[config.mk]
export PLATFORM = sky130hd
export DESIGN_NAME = legacy_win_router
export DESIGN_NICKNAME = d
export VERILOG_FILES = /design/src/rtl/legacy_win_pkg.sv /design/src/rtl/lw_window_dec.sv /design/src/rtl/lw_vga_pick.sv /design/src/rtl/lw_route_sel.sv /design/src/rtl/legacy_win_router.sv
export SDC_FILE = /design/constraint.sdc
export NUM_CORES = 1
export LEC_CHECK = 0
export ABC_AREA = 1
export BUFFER_PORTS_ARGS = -buffer_cell sky130_fd_sc_hd__clkbuf_2
export CAP_MARGIN = 20
export CORE_ASPECT_RATIO = 1.2
export CORE_UTILIZATION = 37
export CTS_CLUSTER_DIAMETER = 120
export DETAILED_ROUTE_END_ITERATION = 7
export PLACE_DENSITY = 0.78
export REMOVE_ABC_BUFFERS = 1
export SYNTH_ARGS = -nofsm -noshare
export SYNTH_HDL_FRONTEND = slang
export SYNTH_SLANG_ARGS = --single-unit
[constraint.sdc]
create_clock -name clk_i -period 0.8 [get_ports clk_i]
set_input_delay 0.12 -clock clk_i [delete_from_list [all_inputs] [get_ports clk_i]]
set_output_delay 0.12 -clock clk_i [all_outputs]
set_load 0.02 [all_outputs]
[src/rtl/legacy_win_pkg.sv]
package legacy_win_pkg;
  localparam logic [19:0] WIN_FIRST = 20'hA0000;
  localparam logic [19:0] WIN_LAST  = 20'hBFFFF;

  localparam int TGT_DRAM   = 0;
  localparam int TGT_LEGACY = 1;
  localparam int TGT_PORT0  = 2;

  typedef enum logic [1:0] {
    RK_NONE   = 2'd0,
    RK_DRAM   = 2'd1,
    RK_LEGACY = 2'd2,
    RK_PORT   = 2'd3
  } route_kind_e;
endpackage

[src/rtl/lw_window_dec.sv]
module lw_window_dec
  import legacy_win_pkg::*;
#(
  parameter int ADDR_W = 32
) (
  input  logic [ADDR_W-1:0] addr_i,
  output logic              hit_o
);
  localparam logic [ADDR_W-1:0] LO = ADDR_W'(WIN_FIRST);
  localparam logic [ADDR_W-1:0] HI = ADDR_W'(WIN_LAST);

  // full-width compare, so upper address bits must be zero
  assign hit_o = (addr_i >= LO) && (addr_i <= HI);
endmodule

[src/rtl/lw_vga_pick.sv]
module lw_vga_pick #(
  parameter int N_PORTS = 4,
  localparam int IDX_W = (N_PORTS > 1) ? $clog2(N_PORTS) : 1
) (
  input  logic [N_PORTS-1:0] en_i,
  output logic               any_o,
  output logic [IDX_W-1:0]   idx_o,
  output logic               multi_o
);
  always_comb begin
    idx_o = '0;
    // scan from high to low so that the lowest set bit is written last
    for (int p = N_PORTS - 1; p >= 0; p--) begin
      if (en_i[p]) idx_o = IDX_W'(p);
    end
  end

  assign any_o   = |en_i;
  assign multi_o = $countones(en_i) > 1;
endmodule

[src/rtl/lw_route_sel.sv]
module lw_route_sel
  import legacy_win_pkg::*;
#(
  parameter int N_PORTS = 4,
  localparam int IDX_W = (N_PORTS > 1) ? $clog2(N_PORTS) : 1,
  localparam int TGT_W = N_PORTS + 2
) (
  input  logic             hit_i,
  input  logic             from_cpu_i,
  input  logic             smm_mem_i,
  input  logic             smm_en_i,
  input  logic             vga_any_i,
  input  logic [IDX_W-1:0] vga_idx_i,
  output route_kind_e      kind_o,
  output logic [TGT_W-1:0] tgt_o
);
  logic to_dram;

  // port and legacy origins fall through to the video target
  assign to_dram = smm_en_i && from_cpu_i && smm_mem_i;

  always_comb begin
    if (!hit_i)         kind_o = RK_NONE;
    else if (to_dram)   kind_o = RK_DRAM;
    else if (vga_any_i) kind_o = RK_PORT;
    else                kind_o = RK_LEGACY;
  end

  always_comb begin
    tgt_o = '0;
    unique case (kind_o)
      RK_DRAM:   tgt_o[TGT_DRAM]   = 1'b1;
      RK_LEGACY: tgt_o[TGT_LEGACY] = 1'b1;
      RK_PORT: begin
        for (int p = 0; p < N_PORTS; p++) begin
          if (vga_idx_i == IDX_W'(p)) tgt_o[TGT_PORT0 + p] = 1'b1;
        end
      end
      default:   tgt_o = '0;
    endcase
  end
endmodule

[src/rtl/legacy_win_router.sv]
module legacy_win_router
  import legacy_win_pkg::*;
#(
  parameter int ADDR_W  = 32,
  parameter int N_PORTS = 4,
  localparam int IDX_W  = (N_PORTS > 1) ? $clog2(N_PORTS) : 1,
  localparam int TGT_W  = N_PORTS + 2
) (
  input  logic               clk_i,
  input  logic               rst_ni,
  input  logic               req_valid_i,
  input  logic [ADDR_W-1:0]  req_addr_i,
  input  logic               req_from_cpu_i,
  input  logic               smm_mem_i,
  input  logic               smm_en_i,
  input  logic [N_PORTS-1:0] vga_en_i,
  output logic [TGT_W-1:0]   tgt_o,
  output logic               hit_o,
  output logic               nc_o,
  output logic               cfg_err_o
);
  logic             win_hit;
  logic             vga_any;
  logic             vga_multi;
  logic [IDX_W-1:0] vga_idx;
  route_kind_e      kind;
  logic [TGT_W-1:0] tgt_d;

  lw_window_dec #(.ADDR_W(ADDR_W)) u_dec (
    .addr_i (req_addr_i),
    .hit_o  (win_hit)
  );

  lw_vga_pick #(.N_PORTS(N_PORTS)) u_pick (
    .en_i    (vga_en_i),
    .any_o   (vga_any),
    .idx_o   (vga_idx),
    .multi_o (vga_multi)
  );

  lw_route_sel #(.N_PORTS(N_PORTS)) u_sel (
    .hit_i      (win_hit),
    .from_cpu_i (req_from_cpu_i),
    .smm_mem_i  (smm_mem_i),
    .smm_en_i   (smm_en_i),
    .vga_any_i  (vga_any),
    .vga_idx_i  (vga_idx),
    .kind_o     (kind),
    .tgt_o      (tgt_d)
  );

  // qualifier is only meaningful in the strobe cycle: capture result there
  always_ff @(posedge clk_i or negedge rst_ni) begin
    if (!rst_ni) begin
      tgt_o     <= '0;
      hit_o     <= 1'b0;
      nc_o      <= 1'b0;
      cfg_err_o <= 1'b0;
    end else if (req_valid_i) begin
      tgt_o     <= tgt_d;
      hit_o     <= kind != RK_NONE;
      nc_o      <= win_hit;
      cfg_err_o <= vga_multi;
    end
  end

  localparam logic [ADDR_W-1:0] CHK_LO = ADDR_W'(WIN_FIRST);
  localparam logic [ADDR_W-1:0] CHK_HI = ADDR_W'(WIN_LAST);
  logic in_win_chk;
  assign in_win_chk = (req_addr_i >= CHK_LO) && (req_addr_i <= CHK_HI);

  AST_TGT_ONEHOT: assert property (@(posedge clk_i) disable iff (!rst_ni)
    $onehot0(tgt_o));
  AST_MISS_NO_TGT: assert property (@(posedge clk_i) disable iff (!rst_ni)
    req_valid_i && !in_win_chk |=> tgt_o == '0 && !hit_o && !nc_o);
  AST_PORT_NOT_DRAM: assert property (@(posedge clk_i) disable iff (!rst_ni)
    req_valid_i && !req_from_cpu_i |=> !tgt_o[TGT_DRAM]);
  AST_SMM_TO_DRAM: assert property (@(posedge clk_i) disable iff (!rst_ni)
    req_valid_i && in_win_chk && smm_en_i && req_from_cpu_i && smm_mem_i
    |=> tgt_o[TGT_DRAM]);
  AST_NO_QUAL_NOT_DRAM: assert property (@(posedge clk_i) disable iff (!rst_ni)
    req_valid_i && !smm_mem_i |=> !tgt_o[TGT_DRAM]);
  AST_HIT_NONCACHE: assert property (@(posedge clk_i) disable iff (!rst_ni)
    req_valid_i && in_win_chk |=> nc_o && hit_o);
  AST_LEGACY_DEFAULT: assert property (@(posedge clk_i) disable iff (!rst_ni)
    req_valid_i && in_win_chk && vga_en_i == '0 && !smm_mem_i
    |=> tgt_o[TGT_LEGACY]);
  AST_HOLD_IDLE: assert property (@(posedge clk_i) disable iff (!rst_ni)
    !req_valid_i |=> $stable({tgt_o, hit_o, nc_o, cfg_err_o}));
endmodule

==> key figures <==
Global routing
  • Total GRT Usage: 0.184
  • Number of antenna violations at the first check in global routing: 0
  • Vias in the first global route: roughly 630
  • Global-route wire length before repair: between 2000 and 2500 um
  • Largest net degree at the start of global routing: 10
  • Total grt overflow: 0

STA
  • Final slew viol count: 0
  • Max Clock Freq: between 900 and 1000 MHz
  • Worst-margin pin slew: around 0.21 ns
  • RSZ-0062 raised after global routing: yes
  • Period utilization: 1.28
  • Worst Skew: 0 ns
  • Minimum clock period: around 1.0 ns
  • Setup WS post-layout: -0.224 ns
  • Slew HR: 0.859
  • Final hold violation count: 0
  • Final setup violation count: 12

Power
  • Worst vdd ir: around 0.00066 V
  • Leakage: 0.558 nW
  • Pwr dens: just over 1000 nW/um2
  • Tot Pwr: ~1.1 mW

Die
  • # rows: 15
  • Core region area: 1480 um2
  • I/O pin count: about 50
  • Die X: between 30 and 40 um
  • Die Ht: between 40 and 50 um
  • Die Footprint: 1800 um2
  • Initial core utilization: 0.408

Worst setup path
  • Worst R2R Start: tgt_o[0]
  • R2R setup slack: -0.06 ns
  • Worst EP arrival: around 1.2 ns
  • Worst path top cell family by delay: adder cells
  • Crit path cell chain: buf_8 > inv_6 > ha_4 > nand2_2 > inv_2 > fa_1 > o21ai_1 > nand2_1
  • CP startpoint kind: primary input
  • CP peak stage delay: roughly 0.42 ns
  • CP bufs+invs: 3
  • Slowest-stage cell, CP: fa_1
  • R2r endpoint: tgt_o[0]
  • Data required, critical path: approximately 0.95 ns
  • Worst-path maximum fanout: 2
  • Cells on worst reg2reg path: 4
  • Setup crit end kind: flip-flop
  • CP Class: primary input to flip-flop

Final layout
  • Most frequent cells in the layout: clkbuf_2, nor2_1, nand2_1
  • Final core utilization: 0.738
  • Finished Layout Cells: 144
  • Nets@finish: ~180
  • Layout cells sized above 1: 0.551
  • Post-route cell area: roughly 1100 um2
  • Most common cell after layout, fill and taps aside: clkbuf_2
  • Antenna diode count: 0
  • Area growth, synth to finish: 80.8%

Clock tree
  • Clk sinks: 9
  • CTS tree: yes
  • CTS buffer count: 3
  • Clock buffer depth: 2
  • Worst skew pair latency: between 0.2 and 0.3 ns
  • CTS root buf: clkbuf_4
  • Clock-pin slew on the worst setup and hold paths: ~0.060 ns
  • CTS H-tree lvls: 1

Placement
  • GPL Wtd Cong: 0.775
  • Placed Area: 852 um2
  • Port bufs: 33
  • Dpl hpwl: 1090 um
  • Post-placement cell count: about 140
  • Dpl ws: -0.664 ns

Hold path
  • Worst Hold Path EP: cfg_err_o
  • Worst min path class: primary input to flip-flop
  • Hold Path Stages: 3
  • Hold_sp: req_valid_i

Synth
  • Cells after synthesis: 77
  • Cell variety after synth: 15
  • Post-Syn Area: 606 um2
  • Register area share after synthesis: 0.372
  • Syn avg cell area: 7.86 um2
  • YS warnings: 0
  • #FFs+latches synth: 9

Route
  • WL final: approximately 1500 um
  • Starting DRC count in detailed routing: 11
  • # DRC: 0
  • Antenna Violating Nets Remaining: 0
  • DR WL/cell: 10.1 um
  • Router iterations before antenna repair: 3
  • Detailed-route via count: 665
  • DR vias/cell: about 4.6

Status
  • Run status: finished, violations left
  • Failing checks: negative setup slack

Job
  • Max_cap viols: 0
-- flip-flops by register name, summed over array words and instances, names as in the netlist --
register,count
cfg_err_o,1
hit_o,1
nc_o,1
tgt_o,6
-- cells in the mapped netlist --
cell / number / area share
ha_1: 5 / 0.10
nand3_1: 5 / 0.041
nor2_4: 2 / 0.037
nor2_1: 14 / 0.087
dfrtp_1: 9 / 0.37
o21ai_1: 1 / 0.0083
o21ai_0: 1 / 0.0083
buf_4: 1 / 0.012
o21bai_1: 6 / 0.074
nand2_2: 1 / 0.010
inv_1: 13 / 0.081
nand3_2: 2 / 0.033
nand2_1: 14 / 0.087
inv_2: 2 / 0.012
fa_1: 1 / 0.033
-- area by class of cell --
class	count	area, um2
Fill cell	123	388
Multi-Input combinational cell	52	385
Timing Repair Buffer	47	370
Sequential cell	9	225
Inverter	15	66.3
Clock buffer	4	26.3
Tap cell	17	21.3
-- power by group --
part	total, mW	switching [mW]	internal, mW	leakage (nW)
logic	0.301	0.138	0.163	0.419
registers	0.472	0.00706	0.465	0.124
clock network	0.342	0.150	0.192	0.0150
-- repair_timing --
item | 4_1_cts | 5_1_grt
endpoints found under the hold margin | 9 | 0
buffers inserted | 3 | 3
hold buffers | 1 | 0
gates resized for setup | 18 | 37
endpoints found under the setup margin | 14 | 14
pin swaps | 11 | 11
-- through the flow --
stage | setup TNS (ns) | hold WS [ns]
floorplan | -0.518 | -0.176
global placement | -1.78 | -0.0211
detailed placement | -1.99 | -0.0171
CTS | -1.24 | 0.173
global route | -1.57 | 0.159
finish | -1.27 | 0.150
-- worst reg2reg max path, delay by kind of cell, from the launching register on --
kind / cells / cell delay (ns)
AND/OR/NAND/NOR: 1 / 0.03
AO/OA/AOI/OAI: 1 / 0.14
buffers and inverters: 2 / 0.18
flip-flops: 1 / 0.40
-- layer usage --
layer / GRT usage / wire length [um] / part of all wire / up-vias
met5: 0 / 0 / 0 / -
met4: 0.103 / 34 / 0.023 / 0
met3: 0.0435 / 60 / 0.041 / 4
met2: 0.360 / 849 / 0.58 / 27
met1: 0.165 / 512 / 0.35 / 299
li1: - / - / - / 335
-- how the worst max path moves through the flow --
| stage | startpoint | endpoint | slack (ns) | cells past startpoint |
|---|---|---|---|---|
| 2_1_floorplan | vga_en_i[2] | cfg_err_o | -0.46 | 7 |
| 5_1_grt | vga_en_i[0] | cfg_err_o | -0.26 | 8 |
| 3_5_place_dp | vga_en_i[0] | cfg_err_o | -0.66 | 8 |
| 6_report | vga_en_i[0] | cfg_err_o | -0.22 | 8 |
| 4_1_cts | vga_en_i[1] | cfg_err_o | -0.27 | 8 |
| 3_3_place_gp | vga_en_i[0] | cfg_err_o | -0.58 | 8 |
-- cell families after synthesis --
logic type | after synthesis | synth area share
and+or+nand+nor | 38 | 0.295
buffers and inverters | 16 | 0.105
DFF | 9 | 0.372
AOI/OAI and AO/OA | 8 | 0.0909
adders and majority gates | 6 | 0.136
Note: power is estimated with default switching activity, not from simulation.
